**src/rtl/icyc_pkg.sv**
```systemverilog
`timescale 1ns/1ps
// Shared types for the instruction cycle sequencer.
// Assumes a fixed three-step subcycle and a 2-bit subcycle code.
package icyc_pkg;

    typedef enum logic [1:0] {
        CYC_FETCH = 2'b00,
        CYC_INDIR = 2'b01,
        CYC_EXEC  = 2'b10,
        CYC_INTR  = 2'b11
    } cyc_e;

    localparam int NUM_STEPS = 3;
    localparam int STEP_W    = $clog2(NUM_STEPS + 1);

    typedef struct packed {
        logic pc_to_mar;
        logic mem_rd;
        logic pc_inc;
        logic mbr_to_ir;
        logic iradr_to_mar;
        logic mbradr_to_iradr;
        logic pc_to_mbr;
        logic save_to_mar;
        logic vec_to_pc;
        logic mem_wr;
        logic ac_add;
        logic ac_to_mbr;
    } strobe_t;

endpackage

```
**src/rtl/icyc_step_timer.sv**
```systemverilog
`timescale 1ns/1ps
// Timing-step counter: T1..T3 within a subcycle, wraps to T1 after T3.
// Assumes synchronous active-low reset; 'live' rises one clock after
// reset release and gates all strobes until then.
module icyc_step_timer
    import icyc_pkg::*;
(
    input  logic              clk,
    input  logic              rst_n,
    output logic              live,
    output logic [STEP_W-1:0] step,
    output logic              step_last
);

    localparam logic [STEP_W-1:0] LAST = STEP_W'(NUM_STEPS - 1);

    assign step_last = (step == LAST);

    // Advance the step once running; hold T1 in reset.
    always_ff @(posedge clk) begin
        if (!rst_n) begin
            live <= 1'b0;
            step <= '0;
        end else begin
            live <= 1'b1;
            if (live) begin
                step <= step_last ? '0 : step + 1'b1;
            end
        end
    end

    AST_STEP_RANGE: assert property (@(posedge clk) disable iff (!rst_n)
        step <= LAST);
    AST_STEP_WRAP: assert property (@(posedge clk) disable iff (!rst_n)
        (live && step_last) |=> (step == '0));

endmodule

```
**src/rtl/icyc_cycle_reg.sv**
```systemverilog
`timescale 1ns/1ps
// Subcycle code register and its transition rules.
// Assumes 'advance' is high only in the last step of a subcycle.
module icyc_cycle_reg
    import icyc_pkg::*;
(
    input  logic clk,
    input  logic rst_n,
    input  logic advance,
    input  logic ir_indirect,
    input  logic irq_take,
    output cyc_e cyc
);

    cyc_e cyc_nx;

    // Choose the subcycle that follows the current one.
    always_comb begin
        unique case (cyc)
            CYC_FETCH: cyc_nx = ir_indirect ? CYC_INDIR : CYC_EXEC;
            CYC_INDIR: cyc_nx = CYC_EXEC;
            CYC_EXEC:  cyc_nx = irq_take ? CYC_INTR : CYC_FETCH;
            CYC_INTR:  cyc_nx = CYC_FETCH;
            default:   cyc_nx = CYC_FETCH;
        endcase
    end

    // Register the subcycle code; change only at the end of a subcycle.
    always_ff @(posedge clk) begin
        if (!rst_n) begin
            cyc <= CYC_FETCH;
        end else if (advance) begin
            cyc <= cyc_nx;
        end
    end

    AST_HOLD_MID: assert property (@(posedge clk) disable iff (!rst_n)
        !advance |=> $stable(cyc));
    AST_FETCH_IND: assert property (@(posedge clk) disable iff (!rst_n)
        (advance && cyc == CYC_FETCH && ir_indirect) |=> (cyc == CYC_INDIR));
    AST_IND_TO_EXEC: assert property (@(posedge clk) disable iff (!rst_n)
        (advance && cyc == CYC_INDIR) |=> (cyc == CYC_EXEC));
    AST_EXEC_NO_IRQ: assert property (@(posedge clk) disable iff (!rst_n)
        (advance && cyc == CYC_EXEC && !irq_take) |=> (cyc == CYC_FETCH));
    AST_INT_TO_FETCH: assert property (@(posedge clk) disable iff (!rst_n)
        (advance && cyc == CYC_INTR) |=> (cyc == CYC_FETCH));

endmodule

```
**src/rtl/icyc_strobe_dec.sv**
```systemverilog
`timescale 1ns/1ps
// Decodes subcycle, step, opcode and zero flag into control strobes.
// Assumes opcode and flag are stable during the execute steps.
module icyc_strobe_dec
    import icyc_pkg::*;
#(
    parameter int             OP_W     = 3,
    parameter logic [OP_W-1:0] OP_ADD   = 1,
    parameter logic [OP_W-1:0] OP_STORE = 2,
    parameter logic [OP_W-1:0] OP_ISZ   = 3
) (
    input  logic              clk,
    input  logic              rst_n,
    input  logic              live,
    input  cyc_e              cyc,
    input  logic [STEP_W-1:0] step,
    input  logic [OP_W-1:0]   opcode,
    input  logic              flag_zero,
    output strobe_t           s
);

    localparam logic [STEP_W-1:0] T1 = STEP_W'(0);
    localparam logic [STEP_W-1:0] T2 = STEP_W'(1);
    localparam logic [STEP_W-1:0] T3 = STEP_W'(2);

    // One strobe set per clock, selected by subcycle and step.
    always_comb begin
        s = '0;
        if (live) begin
            unique case (cyc)
                CYC_FETCH: begin
                    if (step == T1) s.pc_to_mar = 1'b1;
                    if (step == T2) begin
                        s.mem_rd = 1'b1;
                        s.pc_inc = 1'b1;
                    end
                    if (step == T3) s.mbr_to_ir = 1'b1;
                end
                CYC_INDIR: begin
                    if (step == T1) s.iradr_to_mar    = 1'b1;
                    if (step == T2) s.mem_rd          = 1'b1;
                    if (step == T3) s.mbradr_to_iradr = 1'b1;
                end
                CYC_EXEC: begin
                    if (opcode == OP_ADD) begin
                        if (step == T1) s.iradr_to_mar = 1'b1;
                        if (step == T2) s.mem_rd       = 1'b1;
                        if (step == T3) s.ac_add       = 1'b1;
                    end else if (opcode == OP_STORE) begin
                        if (step == T1) s.iradr_to_mar = 1'b1;
                        if (step == T2) s.ac_to_mbr    = 1'b1;
                        if (step == T3) s.mem_wr       = 1'b1;
                    end else if (opcode == OP_ISZ) begin
                        if (step == T1) s.iradr_to_mar = 1'b1;
                        if (step == T2) s.mem_rd       = 1'b1;
                        if (step == T3) s.pc_inc       = flag_zero;
                    end
                end
                CYC_INTR: begin
                    if (step == T1) s.pc_to_mbr = 1'b1;
                    if (step == T2) begin
                        s.save_to_mar = 1'b1;
                        s.vec_to_pc   = 1'b1;
                    end
                    if (step == T3) s.mem_wr = 1'b1;
                end
                default: ;
            endcase
        end
    end

    AST_RDWR_EXCL: assert property (@(posedge clk) disable iff (!rst_n)
        !(s.mem_rd && s.mem_wr));
    AST_MAR_ONEHOT: assert property (@(posedge clk) disable iff (!rst_n)
        $onehot0({s.pc_to_mar, s.iradr_to_mar, s.save_to_mar}));

endmodule

```
**src/rtl/icycle_sequencer.sv**
```systemverilog
`timescale 1ns/1ps
// Hardwired instruction cycle sequencer for a single-accumulator core.
// Steps fetch/indirect/execute/interrupt subcycles of three steps each
// and emits the register-transfer and memory strobes for every step.
// Assumes the datapath presents the fetched indirect bit in fetch T3.
module icycle_sequencer
    import icyc_pkg::*;
#(
    parameter int             OP_W     = 3,
    parameter logic [OP_W-1:0] OP_ADD   = 1,
    parameter logic [OP_W-1:0] OP_STORE = 2,
    parameter logic [OP_W-1:0] OP_ISZ   = 3
) (
    input  logic            clk,
    input  logic            rst_n,
    input  logic [OP_W-1:0] ir_opcode,
    input  logic            ir_indirect,
    input  logic            irq_pending,
    input  logic            irq_enable,
    input  logic            flag_zero,
    output logic [1:0]      cycle_code,
    output logic [1:0]      step_idx,
    output logic            c_pc_to_mar,
    output logic            c_mem_rd,
    output logic            c_pc_inc,
    output logic            c_mbr_to_ir,
    output logic            c_iradr_to_mar,
    output logic            c_mbradr_to_iradr,
    output logic            c_pc_to_mbr,
    output logic            c_save_to_mar,
    output logic            c_vec_to_pc,
    output logic            c_mem_wr,
    output logic            c_ac_add,
    output logic            c_ac_to_mbr
);

    logic              live;
    logic [STEP_W-1:0] step;
    logic              step_last;
    cyc_e              cyc;
    strobe_t           s;

    icyc_step_timer u_timer (
        .clk       (clk),
        .rst_n     (rst_n),
        .live      (live),
        .step      (step),
        .step_last (step_last)
    );

    icyc_cycle_reg u_cycle (
        .clk         (clk),
        .rst_n       (rst_n),
        .advance     (live && step_last),
        .ir_indirect (ir_indirect),
        .irq_take    (irq_pending && irq_enable),
        .cyc         (cyc)
    );

    icyc_strobe_dec #(
        .OP_W     (OP_W),
        .OP_ADD   (OP_ADD),
        .OP_STORE (OP_STORE),
        .OP_ISZ   (OP_ISZ)
    ) u_dec (
        .clk       (clk),
        .rst_n     (rst_n),
        .live      (live),
        .cyc       (cyc),
        .step      (step),
        .opcode    (ir_opcode),
        .flag_zero (flag_zero),
        .s         (s)
    );

    assign cycle_code        = cyc;
    assign step_idx          = 2'(step);
    assign c_pc_to_mar       = s.pc_to_mar;
    assign c_mem_rd          = s.mem_rd;
    assign c_pc_inc          = s.pc_inc;
    assign c_mbr_to_ir       = s.mbr_to_ir;
    assign c_iradr_to_mar    = s.iradr_to_mar;
    assign c_mbradr_to_iradr = s.mbradr_to_iradr;
    assign c_pc_to_mbr       = s.pc_to_mbr;
    assign c_save_to_mar     = s.save_to_mar;
    assign c_vec_to_pc       = s.vec_to_pc;
    assign c_mem_wr          = s.mem_wr;
    assign c_ac_add          = s.ac_add;
    assign c_ac_to_mbr       = s.ac_to_mbr;

    AST_INT_AFTER_EXEC: assert property (@(posedge clk) disable iff (!rst_n)
        (cyc == CYC_INTR && step == '0) |-> ($past(cyc) == CYC_EXEC));

endmodule

```
**config.mk**
```make
export PLATFORM = sky130hd
export DESIGN_NAME = icycle_sequencer
export DESIGN_NICKNAME = d
export VERILOG_FILES = /design/src/rtl/icyc_pkg.sv /design/src/rtl/icyc_step_timer.sv /design/src/rtl/icyc_cycle_reg.sv /design/src/rtl/icyc_strobe_dec.sv /design/src/rtl/icycle_sequencer.sv
export SDC_FILE = /design/constraint.sdc
export NUM_CORES = 1
export LEC_CHECK = 0
export CAP_MARGIN = 20
export CORE_AREA = 8 8 45 47
export CTS_BUF_LIST = sky130_fd_sc_hd__clkbuf_16
export DETAILED_ROUTE_END_ITERATION = 12
export DIE_AREA = 0 0 53 55
export DONT_BUFFER_PORTS = 1
export PLACE_DENSITY = 0.55
export SYNTH_ARGS = -nofsm -noshare
export SYNTH_HDL_FRONTEND = slang
export SYNTH_SLANG_ARGS = --single-unit
```
**constraint.sdc**
```tcl
create_clock -name clk -period 3.6 [get_ports clk]
set_input_delay 0.54 -clock clk [delete_from_list [all_inputs] [get_ports clk]]
set_output_delay 0.54 -clock clk [all_outputs]
set_load 0.1 [all_outputs]
```
# After elaboration in Yosys (flattened, before gate mapping)
# Cells that the tools add are included.
# W data, S select, Z words.
[classes] add_sub_neg=1 eq_ne=8 n_mux=32 reduce_logical=4
[op_table] op="$mux W1" count=18
[op_table] op="$mux W2" count=7
[op_table] op="$mux W12" count=1
[op_table] op="$pmux W2 S4" count=1
[op_table] op="$eq A2 B2 Y1 const B" count=3
[op_table] op="$eq A3 B2 Y1 const B" count=2
[op_table] op="$pmux W1 S2" count=3
[op_table] op="$eq A2 B1 Y1 const B" count=2
[op_table] op="$logic_not A2 Y1" count=2
[op_table] op="$eq A3 B1 Y1 const B" count=1
[op_table] op="$mux W3" count=1
[op_table] op="$pmux W1 S3" count=1
[op_table] op="$add A2 B1 Y2 const B" count=1
[op_table] op="$logic_and A1 B1 Y1" count=2
[totals] regBits=5 output_inout_bits=16 elab_cells=48

# Logic depth before layout (Yosys ltp)
# Gate-level depths: netlist of the first run.
[depth] word_depth=7 depth_mapped=5 mapped_depth_nobuf=5

# By module
# From an unflattened synthesis of the first run, not the netlist that was laid out.
[hier_totals] hier_cells=54 area_unflattened_um2=475.5
[modules_own_cells] mod="icyc_strobe_dec" instances=1 cells_each=32 area_each_um2=242.7 seq_area_each_um2=0.0
[modules_own_cells] mod="icyc_step_timer" instances=1 cells_each=10 area_each_um2=115.1 seq_area_each_um2=60.1
[modules_own_cells] mod="icyc_cycle_reg" instances=1 cells_each=10 area_each_um2=105.1 seq_area_each_um2=40.0
[modules_own_cells] mod="icycle_sequencer" instances=1 cells_each=2 area_each_um2=12.5 seq_area_each_um2=0.0

# Worst setup path before layout of the first run
# OpenSTA, ideal clock, no wires.
[synth_path] kind="register to output" startpoint="reg u_cycle.cyc[1]" endpoint="out c_ac_add" arrival_ns=3.581 t_required_ns=3.060 slack_ns=-0.521 path_stages_with_launch=4 path_cell_list="dfxtp_1 > ha_1 > nand3b_1 > nor3_1"
[synth_between] elab_chain_len=3
[synth_lines] element="start: declaration" line_no="icyc_cycle_reg.sv:12" source="output cyc_e cyc"
[synth_lines] element="start signal: assignment" line_no="icyc_cycle_reg.sv:33" source="cyc <= cyc_nx;"
[synth_lines] element="$eq A2 B2 Y1" line_no="icyc_strobe_dec.sv:30" source="unique case (cyc)"
[synth_lines] element="$mux W2" line_no="icyc_strobe_dec.sv:30"
[synth_lines] element="$mux W12" line_no="icyc_strobe_dec.sv:29" source="if (live) begin"
[synth_lines] element="end: declaration" line_no="icycle_sequencer.sv:33" source="output logic c_ac_add,"
# No other way between the ends.

# Worst setup path after layout of the first run
[layout_path] startpoint="reg u_cycle.cyc[0]" endpoint="out c_pc_inc"
[layout_between] elab_chain_len=3 word_cells_on_any_way=4 cone_classes="eq/ne: 1; mux: 2; reduce/logical: 1"
[layout_lines] element="$eq A2 B2 Y1 / $logic_not A2 Y1 (equally long branches)" line_no="icyc_strobe_dec.sv:30"
[layout_lines] element="$pmux W1 S2 (*)" line_no="icyc_strobe_dec.sv:30"
[layout_lines] element="$mux W12 (*)" line_no="icyc_strobe_dec.sv:29"
[layout_lines] element="end: declaration" line_no="icycle_sequencer.sv:25" source="output logic c_pc_inc,"
# Mark *: on every way between the ends. The rest lies on a longest branch, timed or not.

==> impl_metrics.ini, run 1 <==
[layout]
finalNonFillerCells = 85
drive_gt1_share_pct = 36.2
layout.nets = 84
n_antenna_cell = 0
final.fill_count = 134
fin_area_um2 = 646
area_delta_synth_final_pct = 56.4

[logic_synthesis]
synth_nets = 65
yosysWarnings = 0
yosysUniqueCellTypes = 26
synth_area_per_cell_um2 = 8.10
syn_inst = 51
ys_ff_latch = 5
synth_area_um2 = 413
seq_area_frac_synth_pct = 24.2

[global_route]
antenna_found_initial = 0
grt_pass1_vias = 418
grt_max_degree = 8
grt_first_pass_wirelength_mm = 1.88
overflow = 0
grtUsageTotal_pct = 8.69

[die]
start_util_pct = 29.8
die_w_um = 53
core_um2 = 1380
die_y_um = 55
dieArea_um2 = 2920
rows = 14
ios = 25

[hold_path]
hold_path.class = in -> reg
hold_end = u_timer.live
min_from = rst_n
min_path_cells = 0

[power_and_ir_drop]
leakage_nw = 0.288
peakVddDrop_uv = 247
cellPowerDensity_nw_per_um2 = 462
power.total_mw = 0.298

[clocking]
holdBufCountCts = 0
cts_buffers = 3
clock_latency_ns = 0.23
cts_tree = built
htreeDepth = 1
ctsResizeCount = 0
clk_pin_slew_ns = 0.03
root_buffer = clkbuf_16
clock-sinks = 5
post_cts_buffers = 0
cts_max_path_buffers = 2

[route]
drc = 0
top_layer_used = met3
vias = 407
post_drt_wl_per_cell_um = 14.6
dr.first_iter.drc_count = 2
drt-vias-per-instance = 4.79
ant_nets = 0
first_pass_iters = 4
wl_mm = 1.24
wl_met3_um = 166
met1_length_um = 433
dr_wl_met2_um = 638

[flow_run]
max_cap_violations = 0

[timing]
fin_tns_setup_ns = 0
period_minus_slack_ns = 2.34
rsz0062_at_grt = no
hold_violations = 0
finalSetupViolCount = 0
fin_crit_sh_pct = 64.9
slew_headroom_pct = 63.9
drv_slew = 0
fin_skew_ns = 0.00120
worstMarginPinSlew_ns = 0.546
fmax_mhz = 428

[worst_setup_path]
cp.required_ns = 3.06
critPathSlowestCell = dfxtp_1
ff2ff_setup_slack_ns = 2.24
timing.rr.end = u_cycle.cyc[1]
arrival_ns = 1.80
cp-end-kind = output pin
cp_top_family = flip-flops
startpoint_type = flop
slowest_delay_ns = 0.42
r2r_cells = 4
r2r-start = u_cycle.cyc[0]
critPathBufInv = 2
worstPathCellList = inv_1 > ha_1 > nand3b_1 > nor2_1 > a32o_1 > buf_4
worstSetupPathType = reg -> out
crit_fanout = 6

[place]
dp_cells = 81
place.gp.congestion = 0.776
io_buffers = 0
dpl-instance-area_um2 = 567
dp.final_hpwl_um = 977

[run_status]
outcome = complete, no violations
## sequential cells by signal (all words and copies together), names as in the netlist
name and flops:
u_cycle.cyc 2, u_timer.step 2, u_timer.live 1
## area by class of cell
type	instances	area, µm²	share of cell area [%]
clock buffers	3	75.1	11.6
clock inverters	1	3.75	0.581
inverters	4	15.0	2.33
multi-input cells	41	319	49.4
flip-flops and latches	5	100	15.5
well taps	16	20.0	3.10
repair buffers	15	113	17.4
## routing by layer
metal  vias to the layer above  global-route usage [%]
met5                         -                       0
met4                         0                    3.88
met3                         0                    5.35
li1                        213                       -
met2                        12                    15.6
met1                       182                    7.61
## cells in the final DEF (no fill, tap or decap), types with 2 or more instances in the layout
cell type   n
buf_4      15
inv_1       5
ha_1        5
dfxtp_1     5
nor2_1      3
nand2_1     3
and2_1      3
clkbuf_16   3
nand3b_1    2
nor2b_1     2
nor2_2      2
a31oi_1     2
nand3_1     2
o21ai_1     2
## power breakdown
group / switching, mW / internal [mW]
clock network: 0.0359 / 0.144
registers: 0.00248 / 0.0583
logic: 0.0445 / 0.0132
total: 0.0829 / 0.215
## synthesized netlist by cell type
cell,number,share of area (%)
a211oi_2,1,3.0
nand4b_1,1,2.1
and4_1,1,2.1
and2_1,4,6.1
nor2_1,5,4.5
nor2b_1,2,3.0
o21a_1,1,1.8
and3b_1,1,2.1
o21ai_1,2,2.4
a32o_1,1,2.4
dfxtp_1,5,24
ha_1,5,15
buf_4,1,1.8
a21boi_1,1,1.8
a21oi_1,1,1.2
or2_1,1,1.5
nand2b_1,1,1.5
nand3b_1,2,3.6
a311oi_1,1,2.1
a31oi_1,2,3.0
nor3_1,1,1.2
inv_1,4,3.6
nor3b_2,1,3.0
o21ai_0,1,1.2
nand3_1,2,2.4
nand2_1,3,2.7
## worst max-delay path by stage
stage / slack (ns) / from / endpoint / cells after the start
2_1_floorplan: 0.19 / u_cycle.cyc[1] / c_mem_wr / 4
3_3_place_gp: 1.54 / u_timer.step[0] / c_pc_inc / 5
3_5_place_dp: 1.50 / u_cycle.cyc[0] / c_pc_inc / 6
4_1_cts: 1.27 / u_cycle.cyc[0] / c_pc_inc / 6
5_1_grt: 1.18 / u_cycle.cyc[0] / c_pc_inc / 6
6_report: 1.26 / u_cycle.cyc[0] / c_pc_inc / 6
## cell families after synthesis
family / after synthesis / synth area share, %
DFF: 5 / 24.2
and+or+nand+nor: 25 / 36.1
adders and majority gates: 5 / 15.2
buffers and inverters: 5 / 5.45
AOI/OAI and AO/OA: 11 / 19.1
## through the flow
| stage | worst slack, ns | util, % | hold slack, ns |
|---|---|---|---|
| floorplan | 0.186 | - | 0.548 |
| global placement | 1.54 | 41.0 | 0.534 |
| detailed placement | 1.50 | 41.0 | 0.554 |
| CTS | 1.27 | 46.7 | 0.339 |
| global route | 1.18 | 46.7 | 0.336 |
| finish | 1.26 | 46.7 | 0.340 |
(Power assumes the default switching activity.)
==> inputs of run 2 (changes only) <==
Clock period 3.6 ns to 2.21 ns, I/O delays scaled along.
==> run 2 against run 1 <==
Effect of this change:
- largest cell class unchanged
- hold slack worse by 0.21 ns
- sequential power up 94%
- sequential share of layout area down 0.068 points
- cell area up 16%
- critical endpoint is now c_iradr_to_mar
- non-clock buffer count down 3
- first-iteration DRC count rose to 4.0 times the previous value
- clock power up 65%
==> impl_metrics.ini, run 2 (synthesis gave the netlist of run 1 again) <==
[clocking]
cts_buffers = 3
htreeDepth = 1
holdBufCountCts = 0
ctsResizeCount = 0
cts_max_path_buffers = 2
cts_tree = built
clock-sinks = 5
post_cts_buffers = 0
clock_latency_ns = 0.23
root_buffer = clkbuf_16
clk_pin_slew_ns = 0.04

[hold_path]
hold_path.class = in -> reg
min_from = rst_n
min_path_cells = 0
hold_end = u_timer.live

[worst_setup_path]
cp_top_family = flip-flops
cp.required_ns = 1.88
slowest_delay_ns = 0.56
arrival_ns = 1.77
critPathSlowestCell = dfxtp_4
ff2ff_setup_slack_ns = 0.77
timing.rr.end = u_cycle.cyc[1]
r2r_cells = 4
r2r-start = u_cycle.cyc[1]
crit_fanout = 6
critPathBufInv = 1
cp-end-kind = output pin
startpoint_type = flop
worstPathCellList = ha_4 > nor2b_1 > o21ai_0 > a21oi_4 > buf_12
worstSetupPathType = reg -> out

[layout]
drive_gt1_share_pct = 43.9
area_delta_synth_final_pct = 80.6
reg_top3 = u_cycle.cyc x2, u_timer.step x2, u_timer.live x1
n_antenna_cell = 0
final_cell_mix = 6 x buf_12, 6 x buf_4, 4 x inv_1, 4 x ha_1, 4 x dfxtp_4
layout.nets = 81

[die]
die_w_um = 53
ios = 25
start_util_pct = 29.8
rows = 14
core_um2 = 1380
die_y_um = 55
dieArea_um2 = 2920

[global_route]
antenna_found_initial = 0
grtUsageTotal_pct = 9.08
grt_pass1_vias = 428
grt_first_pass_wirelength_mm = 1.95
overflow = 0
grt_max_degree = 8

[place]
place_ws_ns = 0.339
io_buffers = 0
dp.final_hpwl_mm = 1.04
place.gp.congestion = 0.771

[timing]
fin_skew_ns = 0.00259
fin_crit_sh_pct = 95.1
fin_tns_setup_ns = 0
drv_slew = 0
worstMarginPinSlew_ns = 0.438
slew_headroom_pct = 70.7
period_minus_slack_ns = 2.10
setup_ws_ns = 0.109
hold_slack_ns = 0.128
fmax_mhz = 476
rsz0062_at_grt = no
finalSetupViolCount = 0
hold_violations = 0

[route]
drc = 0
ant_nets = 0
dr.first_iter.drc_count = 8
post_drt_wl_per_cell_um = 15.1
vias = 417
wl_mm = 1.24
first_pass_iters = 4
drt-vias-per-instance = 5.09

[power_and_ir_drop]
leakage_nw = 0.300
peakVddDrop_uv = 280
cellPowerDensity_nw_per_um2 = 659

[run_status]
outcome = complete, no violations

[flow_run]
max_cap_violations = 0
run 2: final cells by class:
cell class / instances / area (µm²)
Clock inverter: 1 / 5.00
Timing Repair Buffer: 12 / 165
Sequential cell: 5 / 115
Fill cell: 139 / 638
Tap cell: 16 / 20.0
Inverter: 4 / 15.0
Multi-Input combinational cell: 41 / 350
Clock buffer: 3 / 75.1
run 2: how the worst max path moves through the flow:
stage	from	end	slack, ns	cells past startpoint
2_1_floorplan	u_cycle.cyc[0]	c_mem_rd	0.006	4
3_3_place_gp	u_cycle.cyc[1]	c_iradr_to_mar	0.35	5
3_5_place_dp	u_cycle.cyc[1]	c_iradr_to_mar	0.34	5
4_1_cts	u_cycle.cyc[1]	c_iradr_to_mar	0.1	5
5_1_grt	u_cycle.cyc[1]	c_iradr_to_mar	0.03	5
6_report	u_cycle.cyc[1]	c_iradr_to_mar	0.11	5
run 2: where the power goes:
| group | internal, mW | leakage (nW) | switching, mW |
|---|---|---|---|
| combinational | 0.0236 | 0.215 | 0.0530 |
| sequential | 0.0925 | 0.0440 | 0.0255 |
| clock | 0.236 | 0.0409 | 0.0607 |
| total | 0.353 | 0.300 | 0.139 |
run 2: per-layer routing:
layer,GRT usage (%),wire [µm],vias to the layer above
met2,16.6,699,14
li1,-,-,209
met4,3.88,0,0
met5,0,0,-
met1,8.68,440,194
met3,4.01,100,0
run 2: metrics by stage:
step           std cells  area (µm²)  power (mW)  utilization (%)
2_1_floorplan         51         488       0.176                -
3_3_place_gp          78         666       0.195             48.1
3_5_place_dp          78         666       0.197             48.1
4_1_cts               82         746       0.497             53.9
5_1_grt               82         746       0.508             53.9
6_report              82         746       0.492             53.9
